--- src/rtl/hb3_pkg.sv ---
// hb3_pkg: shared types and elaboration-time helpers for the H-bridge PWM.
// Assumes callers pass a positive half-table size.
package hb3_pkg;

    // Leg-control scheme codes; code 3 aliases the alternating scheme.
    typedef enum logic [1:0] {
        SCH_BIPOLAR   = 2'd0,
        SCH_MIXED     = 2'd1,
        SCH_ALT       = 2'd2,
        SCH_ALT_ALIAS = 2'd3
    } scheme_e;

    // Rational sine approximation over one half-wave: position u of half, scaled to full.
    function automatic longint sine_mag(input longint u, input longint half, input longint full);
        longint p;
        p = u * (half - u);
        return (full * 16 * p) / (5 * half * half - 4 * p);
    endfunction

endpackage

--- src/rtl/hb3_sine_rom.sv ---
// hb3_sine_rom: half-wave sine magnitude table with a sign flag.
// Assumes SAMPLES is a power of two, at least 4. The upper half of the
// address space reuses the lower half and flags the negative half-wave.
module hb3_sine_rom #(
    parameter int SAMPLES = 512,
    parameter int SIN_W   = 12,
    localparam int IDX_W  = $clog2(SAMPLES),
    localparam int HALF   = SAMPLES / 2
) (
    input  logic [IDX_W-1:0] addr,
    output logic [SIN_W-1:0] mag,
    output logic             neg
);
    import hb3_pkg::*;

    localparam longint FULL = longint'(2 ** SIN_W - 1);

    logic [SIN_W-1:0] rom [HALF];

    // Fill every table entry from the elaboration-time approximation.
    for (genvar g = 0; g < HALF; g++) begin : g_rom
        assign rom[g] = SIN_W'(sine_mag(longint'(g), longint'(HALF), FULL));
    end

    // Look up the magnitude and flag the negative half-wave.
    assign neg = addr[IDX_W-1];
    assign mag = rom[addr[IDX_W-2:0]];

endmodule

--- src/rtl/hb3_carrier.sv ---
// hb3_carrier: center-aligned up/down carrier and table-index sequencer.
// Counts 0..PERIOD-1 up, then PERIOD-1..0 down, which gives 2*PERIOD cycles
// per switching period. The index advances at each period end.
module hb3_carrier #(
    parameter int PERIOD  = 1328,
    parameter int SAMPLES = 512,
    localparam int CNT_W  = $clog2(PERIOD + 1),
    localparam int IDX_W  = $clog2(SAMPLES)
) (
    input  logic             clk,
    input  logic             rst_n,
    output logic [CNT_W-1:0] cnt,
    output logic [IDX_W-1:0] idx,
    output logic             period_end,
    output logic             wrap,
    output logic             strobe
);
    logic dir_dn;

    assign period_end = dir_dn && (cnt == '0);
    assign wrap       = period_end && (idx == IDX_W'(SAMPLES - 1));

    // Step the carrier and advance the table index at each period end.
    always_ff @(posedge clk) begin
        if (!rst_n) begin
            cnt    <= '0;
            dir_dn <= 1'b0;
            idx    <= '0;
        end else if (!dir_dn) begin
            if (cnt == CNT_W'(PERIOD - 1)) dir_dn <= 1'b1;
            else                           cnt    <= cnt + 1'b1;
        end else if (cnt == '0) begin
            dir_dn <= 1'b0;
            idx    <= idx + 1'b1;
        end else begin
            cnt <= cnt - 1'b1;
        end
    end

    // Flag the first cycle of each new switching period.
    always_ff @(posedge clk) begin
        if (!rst_n) strobe <= 1'b0;
        else        strobe <= period_end;
    end

endmodule

--- src/rtl/hb3_duty.sv ---
// hb3_duty: turns a sine sample and the modulation index into the two leg
// compare values for the selected scheme, then saturates and latches them.
// Compares load only at a period end. Scheme and enable load only at a
// fundamental wrap, and the new scheme applies to the period that starts there.
module hb3_duty #(
    parameter int PERIOD  = 1328,
    parameter int SIN_W   = 12,
    parameter int M_W     = 10,
    localparam int CNT_W  = $clog2(PERIOD + 1)
) (
    input  logic             clk,
    input  logic             rst_n,
    input  logic             load,
    input  logic             wrap,
    input  logic [1:0]       scheme_in,
    input  logic             enable_in,
    input  logic [M_W-1:0]   mod_in,
    input  logic [SIN_W-1:0] mag,
    input  logic             neg,
    output logic [CNT_W-1:0] cmp1,
    output logic [CNT_W-1:0] cmp2,
    output logic [1:0]       scheme_q,
    output logic             en_q
);
    import hb3_pkg::*;

    localparam int PW = SIN_W + M_W + CNT_W;
    localparam int SW = CNT_W + 2;
    localparam logic signed [SW-1:0] P_S    = SW'(PERIOD);
    localparam logic signed [SW-1:0] HALF_S = SW'(PERIOD / 2);

    logic [PW-1:0]          prod;
    logic signed [SW-1:0]   a_s, ha_s, l1_s, l2_s;
    logic [1:0]             sch;

    // Clamp a signed candidate into the legal compare range 0..PERIOD.
    function automatic logic [CNT_W-1:0] sat(input logic signed [SW-1:0] v);
        if (v < 0)         return '0;
        else if (v > P_S)  return CNT_W'(PERIOD);
        else               return v[CNT_W-1:0];
    endfunction

    // Form the scaled amplitude and the per-scheme leg compare candidates.
    always_comb begin
        prod = PW'(mag) * PW'(mod_in) * PW'(PERIOD);
        a_s  = SW'(prod >> (SIN_W + M_W));
        ha_s = SW'(prod >> (SIN_W + M_W + 1));
        sch  = wrap ? scheme_in : scheme_q;
        case (scheme_e'(sch))
            SCH_BIPOLAR: begin
                l1_s = neg ? HALF_S - ha_s : HALF_S + ha_s;
                l2_s = neg ? HALF_S + ha_s : HALF_S - ha_s;
            end
            SCH_MIXED: begin
                l1_s = neg ? P_S - a_s : a_s;
                l2_s = neg ? P_S : '0;
            end
            default: begin
                l1_s = neg ? '0 : a_s;
                l2_s = neg ? a_s : '0;
            end
        endcase
    end

    // Latch the compares per period and the mode per fundamental.
    always_ff @(posedge clk) begin
        if (!rst_n) begin
            cmp1     <= '0;
            cmp2     <= '0;
            scheme_q <= 2'd0;
            en_q     <= 1'b0;
        end else if (load) begin
            cmp1 <= sat(l1_s);
            cmp2 <= sat(l2_s);
            if (wrap) begin
                scheme_q <= scheme_in;
                en_q     <= enable_in;
            end
        end
    end

endmodule

--- src/rtl/hb3_deadtime.sv ---
// hb3_deadtime: delays the rising edge of one gate request by DEAD cycles.
// The falling edge passes with one register of latency. Assumes the paired
// request is its complement, so the gap between two partner gates is at least DEAD.
module hb3_deadtime #(
    parameter int DEAD   = 8,
    localparam int DT_W  = $clog2(DEAD + 2)
) (
    input  logic clk,
    input  logic rst_n,
    input  logic req,
    output logic gate
);
    logic [DT_W-1:0] wait_cnt;

    // Count request-high cycles and release the gate after the dead time.
    always_ff @(posedge clk) begin
        if (!rst_n || !req) begin
            wait_cnt <= '0;
            gate     <= 1'b0;
        end else if (wait_cnt == DT_W'(DEAD)) begin
            gate <= 1'b1;
        end else begin
            wait_cnt <= wait_cnt + 1'b1;
        end
    end

endmodule

--- src/rtl/hbridge_pwm3.sv ---
// hbridge_pwm3: three-level sine PWM controller for a two-leg H-bridge.
// It chains the carrier, sine table, duty computation, compare and dead-time
// stages. Assumes SAMPLES is a power of two and PERIOD is at least 2.
module hbridge_pwm3 #(
    parameter int SAMPLES = 512,
    parameter int PERIOD  = 1328,
    parameter int SIN_W   = 12,
    parameter int M_W     = 10,
    parameter int DEAD    = 8
) (
    input  logic           clk,
    input  logic           rst_n,
    input  logic           enable,
    input  logic [1:0]     scheme,
    input  logic [M_W-1:0] mod_index,
    output logic           gate_h1,
    output logic           gate_l1,
    output logic           gate_h2,
    output logic           gate_l2,
    output logic           sample_strobe
);
    localparam int CNT_W = $clog2(PERIOD + 1);
    localparam int IDX_W = $clog2(SAMPLES);
    localparam logic [CNT_W:0] PER_X = (CNT_W + 1)'(PERIOD);

    logic [CNT_W-1:0] cnt;
    logic [IDX_W-1:0] idx;
    logic             period_end, wrap;
    logic [SIN_W-1:0] mag;
    logic             neg;
    logic [CNT_W-1:0] cmp_l1, cmp_l2;
    logic [1:0]       scheme_q;
    logic             en_q;
    logic             on1, on2;
    logic [3:0]       req_q;
    logic [3:0]       gate_v;

    hb3_carrier #(.PERIOD(PERIOD), .SAMPLES(SAMPLES)) u_carrier (
        .clk(clk), .rst_n(rst_n), .cnt(cnt), .idx(idx),
        .period_end(period_end), .wrap(wrap), .strobe(sample_strobe)
    );

    hb3_sine_rom #(.SAMPLES(SAMPLES), .SIN_W(SIN_W)) u_rom (
        .addr(idx + 1'b1), .mag(mag), .neg(neg)
    );

    hb3_duty #(.PERIOD(PERIOD), .SIN_W(SIN_W), .M_W(M_W)) u_duty (
        .clk(clk), .rst_n(rst_n), .load(period_end), .wrap(wrap),
        .scheme_in(scheme), .enable_in(enable), .mod_in(mod_index),
        .mag(mag), .neg(neg), .cmp1(cmp_l1), .cmp2(cmp_l2),
        .scheme_q(scheme_q), .en_q(en_q)
    );

    // Center-aligned compare: on while the carrier sits in the top C counts.
    assign on1 = ({1'b0, cnt} + {1'b0, cmp_l1}) >= PER_X;
    assign on2 = ({1'b0, cnt} + {1'b0, cmp_l2}) >= PER_X;

    // Register the complementary requests, gated by the captured enable.
    always_ff @(posedge clk) begin
        if (!rst_n) req_q <= '0;
        else        req_q <= {en_q & ~on2, en_q & on2, en_q & ~on1, en_q & on1};
    end

    for (genvar g = 0; g < 4; g++) begin : g_dead
        hb3_deadtime #(.DEAD(DEAD)) u_dt (
            .clk(clk), .rst_n(rst_n), .req(req_q[g]), .gate(gate_v[g])
        );
    end

    assign gate_h1 = gate_v[0];
    assign gate_l1 = gate_v[1];
    assign gate_h2 = gate_v[2];
    assign gate_l2 = gate_v[3];

endmodule

--- config.mk ---
export PLATFORM = sky130hd
export DESIGN_NAME = hbridge_pwm3
export DESIGN_NICKNAME = d
export VERILOG_FILES = /design/src/rtl/hb3_pkg.sv /design/src/rtl/hb3_sine_rom.sv /design/src/rtl/hb3_carrier.sv /design/src/rtl/hb3_duty.sv /design/src/rtl/hb3_deadtime.sv /design/src/rtl/hbridge_pwm3.sv
export SDC_FILE = /design/constraint.sdc
export NUM_CORES = 1
export LEC_CHECK = 0
export ABC_CLOCK_PERIOD_IN_PS = 15900
export BUFFER_PORTS_ARGS = -buffer_cell sky130_fd_sc_hd__buf_4
export CORE_MARGIN = 2
export CORE_UTILIZATION = 50
export DETAILED_ROUTE_END_ITERATION = 10
export HOLD_SLACK_MARGIN = 0.03
export PLACE_DENSITY = 0.75
export SYNTH_ARGS = -nofsm -noshare
export SYNTH_HDL_FRONTEND = slang
export SYNTH_SLANG_ARGS = --single-unit
--- constraint.sdc ---
create_clock -name clk -period 15.9 [get_ports clk]
set_input_delay 0.795 -clock clk [delete_from_list [all_inputs] [get_ports clk]]
set_output_delay 0.795 -clock clk [all_outputs]
set_load 0.005 [all_outputs]
; Word level (Yosys, flattened, before mapping)
; Memories as Yosys holds them, arrays and structs flattened.
; Cells that the tools add are included.
[word_totals]
reg_bits = 71
romBits = 3072
input_bits = 15
out_inout_bits = 5
word_cells = 92
mem_count = 1
[classes]
add_sub_neg = 12
multipliers = 2
order_cmp = 7
eq_ne = 9
n_mux = 21
bitwise_logic = 7
n_reduce_logical = 16
[mem_list]
columns = memory, words, word_bits, read_ports, rd_ports_with_merged_regs, wr, line
row1 = (no name shown), 256, 12, 1, 0, 0, hb3_sine_rom.sv:27  ; assign mag = rom[addr[IDX_W-2:0]];
[op_table]
columns = op, count
row1 = two-way mux 11 bit, 10
row2 = case mux 13 bit (2 select lines), 2
row3 = two-way mux 13 bit, 3
row4 = multiplier 22 x 7 -> 29 bit (second input constant), 1
row5 = greater-than comparator 13 x 12 -> 1 bit (second input constant), 2
row6 = less-than comparator 13 x 1 -> 1 bit (second input constant), 2
row7 = adder 11 x 11 -> 12 bit, 2
row8 = greater-or-equal comparator 12 x 11 -> 1 bit (second input constant), 2
row9 = two-way mux 12 bit, 2
row10 = multiplier 12 x 10 -> 22 bit, 1
row11 = adder 4 x 1 -> 4 bit (second input constant), 4
row12 = equality test 4 bit (second input constant), 4
row13 = subtractor 11 x 11 -> 12 bit (first input constant), 1
row14 = adder 10 x 10 -> 11 bit (first input constant), 1
row15 = adder 11 x 1 -> 11 bit (second input constant), 1
row16 = equality test 11 bit (second input constant), 1
row17 = zero test 11 bit, 1
row18 = subtractor 10 x 10 -> 11 bit (first input constant), 1
row19 = subtractor 11 x 1 -> 11 bit (second input constant), 1
row20 = adder 9 x 1 -> 9 bit (second input constant), 1
row21 = equality test 9 bit (second input constant), 1
row22 = greater-or-equal comparator 9 bit (second input constant), 1
row23 = inverter 8 -> 9 bit, 1
row24 = AND reduction 2 bit, 3
row25 = 11 further kinds, 25

; Longest topological paths before layout
[depth]
depth_word = 13
mapped_depth = 70
depth_no_buf = 64

; Hierarchy
; Synthesis repeated with hierarchy kept, for this count alone.
[hier_totals]
cells_unflattened = 2091
hier_area_um2 = 16266.9
[by_module_without_submodules]
columns = mod, n_inst, cells_per_inst, area_per_inst_um2, seq_area_each_um2
row1 = hb3_duty, 1, 1128, 9352.7, 500.5
row2 = hb3_sine_rom, 1, 555, 3433.3, 0.0
row3 = hbridge_pwm3, 1, 170, 1293.7, 80.1
row4 = hb3_carrier, 1, 142, 1261.2, 440.4
row5 = hb3_deadtime, 4, 24, 231.5, 100.1

; Worst setup path after synthesis
; OpenSTA, ideal clock, no wires.
[synth_timing]
path_type = register -> register
start = register u_carrier.idx[1]
end = register u_duty.cmp2[0]
setup_ns = 0.059
arrival_time_ns = 14.180
required_ns = 15.841
path_slack_ns = 1.661
stages_incl_launch_ff = 63
path_buffers = 10
synth_period_minus_slack_ns = 14.239
cell_sequence = dfxtp_1 > ha_1 > buf_4 > clkbuf_1 > inv_1 > ha_1 > buf_2 > buf_2 > clkbuf_1 > clkbuf_1 > buf_1 > buf_1 > nand2_1 > a311oi_1 > o21ai_0 > o21ai_1 > nand2_1 > fa_1 > [... 27 more ...] > ha_1 > clkbuf_1 > and2_1 > clkbuf_1 > nand3_1 > o21ai_0 > nor2_1 > a41o_1 > nor3_1 > inv_2 > ha_1 > o31ai_1 > o32ai_1 > o31a_1 > nor3b_2 > nand2_1 > a211oi_4 > a22o_1
[synth_between]
elab_chain_cells = 13
word_cells_on_any_way = 22
cone_classes = 3 x add/sub / 2 x mul / 2 x order compare / 2 x eq/ne / 9 x mux / 1 x bitwise / 2 x reduce/logical / 1 x memory
[synth_rtl]
columns = item, line
row1 = from (decl), hb3_carrier.sv:13  ; output logic [IDX_W-1:0] idx,
row2 = from (signal assigned), hb3_carrier.sv:34  ; idx <= idx + 1'b1;
row3 = adder 9 x 1 -> 9 bit (*), hbridge_pwm3.sv:44  ; .addr(idx + 1'b1), .mag(mag), .neg(neg)
row4 = net u_rom.addr[2], hb3_sine_rom.sv:10  ; input logic [IDX_W-1:0] addr,
row5 = inverter 8 -> 9 bit (not written as such) (*), hb3_sine_rom.sv:27
row6 = memory (256 x 12 bit) (*), n/a
row7 = two-way mux 12 bit (not written as such) (*) (2 in series), hb3_sine_rom.sv:27
row8 = multiplier 12 x 10 -> 22 bit (*), hb3_duty.sv:45  ; prod = PW'(mag) * PW'(mod_in) * PW'(PERIOD);
row9 = multiplier 22 x 7 -> 29 bit (*), hb3_duty.sv:45
row10 = subtractor 10 x 10 -> 11 bit / adder 10 x 10 -> 11 bit (equally long branches), hb3_duty.sv:52  ; l2_s = neg ? HALF_S + ha_s : HALF_S - ha_s;
row11 = two-way mux 13 bit, hb3_duty.sv:52
row12 = case mux 13 bit (2 select lines) (*), hb3_duty.sv:49  ; case (scheme_e'(sch))
row13 = greater-than comparator 13 x 12 -> 1 bit, hb3_duty.sv:39  ; else if (v > P_S) return CNT_W'(PERIOD);
row14 = two-way mux 11 bit, hb3_duty.sv:39
row15 = two-way mux 11 bit (*), hb3_duty.sv:38  ; if (v < 0) return '0;
row16 = to (signal assigned), hb3_duty.sv:74  ; cmp2 <= sat(l2_s);
row17 = to (decl), hb3_duty.sv:21  ; output logic [CNT_W-1:0] cmp2,
; The timed path passes the listed nets; every way through them passes the cells marked *. The select of a mux whose other input is x is not followed.
; A chain may end at the register's enable or synchronous reset.

; Final worst setup path
[layout_timing]
start = register u_carrier.idx[0]
end = register u_duty.cmp1[0]
[layout_between]
elab_chain_cells = 13
word_cells_on_any_way = 23
cone_classes = 4 x add/sub / 2 x mul / 2 x order compare / 2 x eq/ne / 9 x mux / 1 x bitwise / 2 x reduce/logical / 1 x memory
[layout_rtl]
columns = item, line
row1 = adder 9 x 1 -> 9 bit, hbridge_pwm3.sv:44
row2 = inverter 8 -> 9 bit (not written as such), hb3_sine_rom.sv:27
row3 = memory (256 x 12 bit), n/a
row4 = two-way mux 12 bit (not written as such) (2 in series), hb3_sine_rom.sv:27
row5 = multiplier 12 x 10 -> 22 bit, hb3_duty.sv:45
row6 = multiplier 22 x 7 -> 29 bit, hb3_duty.sv:45
row7 = subtractor 11 x 11 -> 12 bit (tied with other cells), hb3_duty.sv:55  ; l1_s = neg ? P_S - a_s : a_s;
row8 = two-way mux 13 bit (on tied branches), "hb3_duty.sv:55, hb3_duty.sv:51"
row9 = case mux 13 bit (2 select lines) (*), hb3_duty.sv:49
row10 = greater-than comparator 13 x 12 -> 1 bit, hb3_duty.sv:39
row11 = two-way mux 11 bit, hb3_duty.sv:39
row12 = two-way mux 11 bit (*), hb3_duty.sv:38
row13 = to (signal assigned), hb3_duty.sv:73  ; cmp1 <= sat(l1_s);
row14 = to (decl), hb3_duty.sv:20  ; output logic [CNT_W-1:0] cmp1,
; Every way passes the cells marked *; elsewhere a longest branch is shown, timed or not. The select of a mux whose other input is x is not followed.

==> flow_metrics.tcl <==
set metrics [dict create \
    fin_hold_ws_ps 458 \
    rsz0062_at_grt "no" \
    ff_latch_area_um2 1420 \
    cts_root_buf "clkbuf_16" \
    fin_crit_ps 14680 \
    final_nets 2412 \
    highest_layer "met4" \
    worst_clock_skew_ps 2.71 \
    syn-cell-area_um2 15800 \
    vias 15505 \
    crit_arrival_ps 14900 \
    slew_headroom 0.215 \
    postSynthCellCount 2106 \
    numCtsBuffers 9 \
    dr_wl_met3_mm 3.57 \
    cpPeakStageDelay_ps 600 \
    path_class "reg -> reg" \
    multi_input_area_um2 13100 \
    boundaryPins 20 \
    start_kind "register" \
    postSynthNetCount 2447 \
    globalRouteOverflowTotal 0 \
    fillers 2998 \
    grt_pass1_wl_mm 78.1 \
    wl_met2_mm 21.9 \
    min_path_type "reg -> reg" \
    syn2layout_area_growth_pct 6.45 \
    clk_latency_ps 330 \
    drt_iter0_drc 1409 \
    cap_viol_max_count 0 \
    antenna_cells 0 \
    reg2reg_depth 61 \
    status "completed" \
    ys_seq_elements 71 \
    gp_congestion 1.03 \
    route.detailed.drc 0 \
    drv_slew 0 \
    crit_top_cell "inv_1" \
    cp-end-kind "register" \
    syn_area_per_cell_um2 7.51 \
    start_util 0.505 \
    critical_path.max_fanout 33 \
    row_count 65 \
    dp.final_hpwl_mm 36.8 \
    yosys-top-cells-area "ha_1 17%, fa_1 14%, dfxtp_1 9.0%" \
    track_usage 0.289 \
    grt_pass1_vias 15206 \
    grt_max_degree 52 \
    clock_sinks 71 \
    timing.rr.start "u_carrier.idx[0]" \
    synthDistinctLibCells 94 \
    cts_tree "done" \
    tns_ps 0 \
    worst_pin_slew_ps 1180 \
    hold_viol 0 \
    antenna_found_initial 0 \
    h-tree-depth 3 \
    synth_top_area_frac 0.169 \
    ys_seq_area_frac 0.0899 \
    synth_edf_count 0 \
    cp.required_ps 16130 \
    die_h_um 182 \
    setup_viol 0 \
    cts_hold_buf 0 \
    core_um2 31300 \
    ys_warn_count 0 \
    viasPerCell 6.26 \
    r2r_end "u_duty.cmp1[0]" \
    yosysTopAreaCell "ha_1" \
    cp-startpoint "u_carrier.idx[0]" \
    ys.flop_type "dfxtp_1" \
    async_reset_ff_frac 0 \
    first_pass_iters 6 \
    port_buffers 19 \
    wl_per_cell_um 19.2 \
    antenna_left 0 \
    clk_path_buf_depth 2 \
    crit_slowest_cell "o41ai_1" \
    rrSetupSlack_ps 1220 \
    totalWireLength_mm 47.4 \
    timing.fmax_mhz 68.1 \
    postLayoutCoreUtil 0.537 \
    final_layout_size_suffix_gt1_frac 0.0675 \
    die_x_um 182 \
    path_clk_slew_ps 60 \
    die_area_um2 33100 \
    crit_path_end "u_duty.cmp1[0]" \
    fin_crit_sh 0.923 \
    met1_length_mm 20.0 \
]
[cell usage in the layout, fill, tap and decap left out, types with 18 or more instances in the layout]
cell      instances
nand2b_1         28
a21oi_1         142
a21o_1           34
nor2b_1          18
dfxtp_1          70
xor2_1           25
buf_4            67
o21bai_1         22
nor3_1           39
a211oi_1         30
nor2_1          160
a31oi_1          25
nand3_1          43
o22ai_1          21
ha_1            212
fa_1            112
o21ai_1          19
and2_1           73
xnor2_1          49
o211ai_1         29
o21ai_0         104
inv_1           238
nand2_1         218
[registers in the layout (all words and copies together) (netlist names)]
name / cells
g_dead.u_dt.gate: 4
g_dead.u_dt.wait_cnt: 16
req_q: 4
u_carrier.cnt: 11
u_carrier.dir_dn: 1
u_carrier.idx: 9
u_carrier.strobe: 1
u_duty.cmp1: 11
u_duty.cmp2: 11
u_duty.en_q: 1
u_duty.scheme_q: 2
[through the flow]
step           cell area [um2]  setup WS, ps  instances
5_1_grt                  16800           105       2477
6_report                 16800          1220       2477
3_5_place_dp             16400           760       2459
4_1_cts                  16700           714       2474
3_3_place_gp             16400           954       2459
2_1_floorplan            15800          1660       2106
[worst min path at each step]
| stage | cells after the start | endpoint | slack, ps | from |
|---|---|---|---|---|
| finish | 2 | u_duty.cmp1[7] | 460 | u_duty.cmp1[7] |
| global route | 2 | u_duty.cmp1[6] | 480 | u_duty.cmp1[6] |
| global placement | 2 | u_duty.cmp1[6] | 450 | u_duty.cmp1[6] |
| CTS | 2 | u_duty.cmp1[7] | 460 | u_duty.cmp1[7] |
| detailed placement | 2 | u_duty.cmp1[7] | 450 | u_duty.cmp1[7] |
| floorplan | 2 | u_duty.cmp2[10] | 430 | u_duty.cmp2[10] |
[timing repair]
item | in CTS | in global routing
hold endpoints to repair | 0 | 0
buffers inserted | 0 | 3
setup endpoints to repair | 0 | 21
gates resized for setup | 0 | 8
[worst max-delay path: cells and delay by family (launching register included)]
kind | cells | cell delay (ps)
mux | 1 | 170
xor+xnor | 1 | 290
flops | 1 | 530
fa+ha+maj | 12 | 5010
buf+inv | 14 | 1750
simple gates | 10 | 2520
compound gates | 23 | 4250
[metal layers]
| metal | vias to the layer above | track usage |
|---|---|---|
| met4 | 0 | 0.125 |
| li1 | 7288 | - |
| met3 | 158 | 0.0371 |
| met2 | 693 | 0.482 |
| met1 | 7366 | 0.375 |
| met5 | - | 0 |
[layout make-up]
cell class                      instances  area share
Tap cell                              402      0.0299
Sequential cell                        71      0.0845
Multi-Input combinational cell       1674       0.777
Timing Repair Buffer                   72      0.0353
Inverter                              243      0.0542
Clock inverter                          4     0.00416
Clock buffer                           11      0.0144
[Yosys cell counts (30+ instances only)]
master,count
ha_1,214
fa_1,112
xnor2_1,51
a21oi_1,142
inv_1,238
clkbuf_1,82
a211oi_1,30
a21o_1,34
nand3_1,43
o21ai_0,104
nand2_1,219
dfxtp_1,71
nor2_1,160
nor3_1,39
and2_1,73
[cells by family (layout without fill, tap and decap cells)]
group | Yosys count | after routing | synth area share
DFF | 71 | 71 | 0.0899
buffers and inverters | 361 | 330 | 0.0882
and+or+nand+nor | 661 | 661 | 0.201
xor gates and xnor gates | 79 | 79 | 0.0452
AOI/OAI and AO/OA | 584 | 584 | 0.244
muxes | 24 | 24 | 0.0205
adders and majority gates | 326 | 326 | 0.311
Power is left out: the tool's default activity adds up to more than one toggle a clock period on the data nets, which glitch-free logic cannot reach.
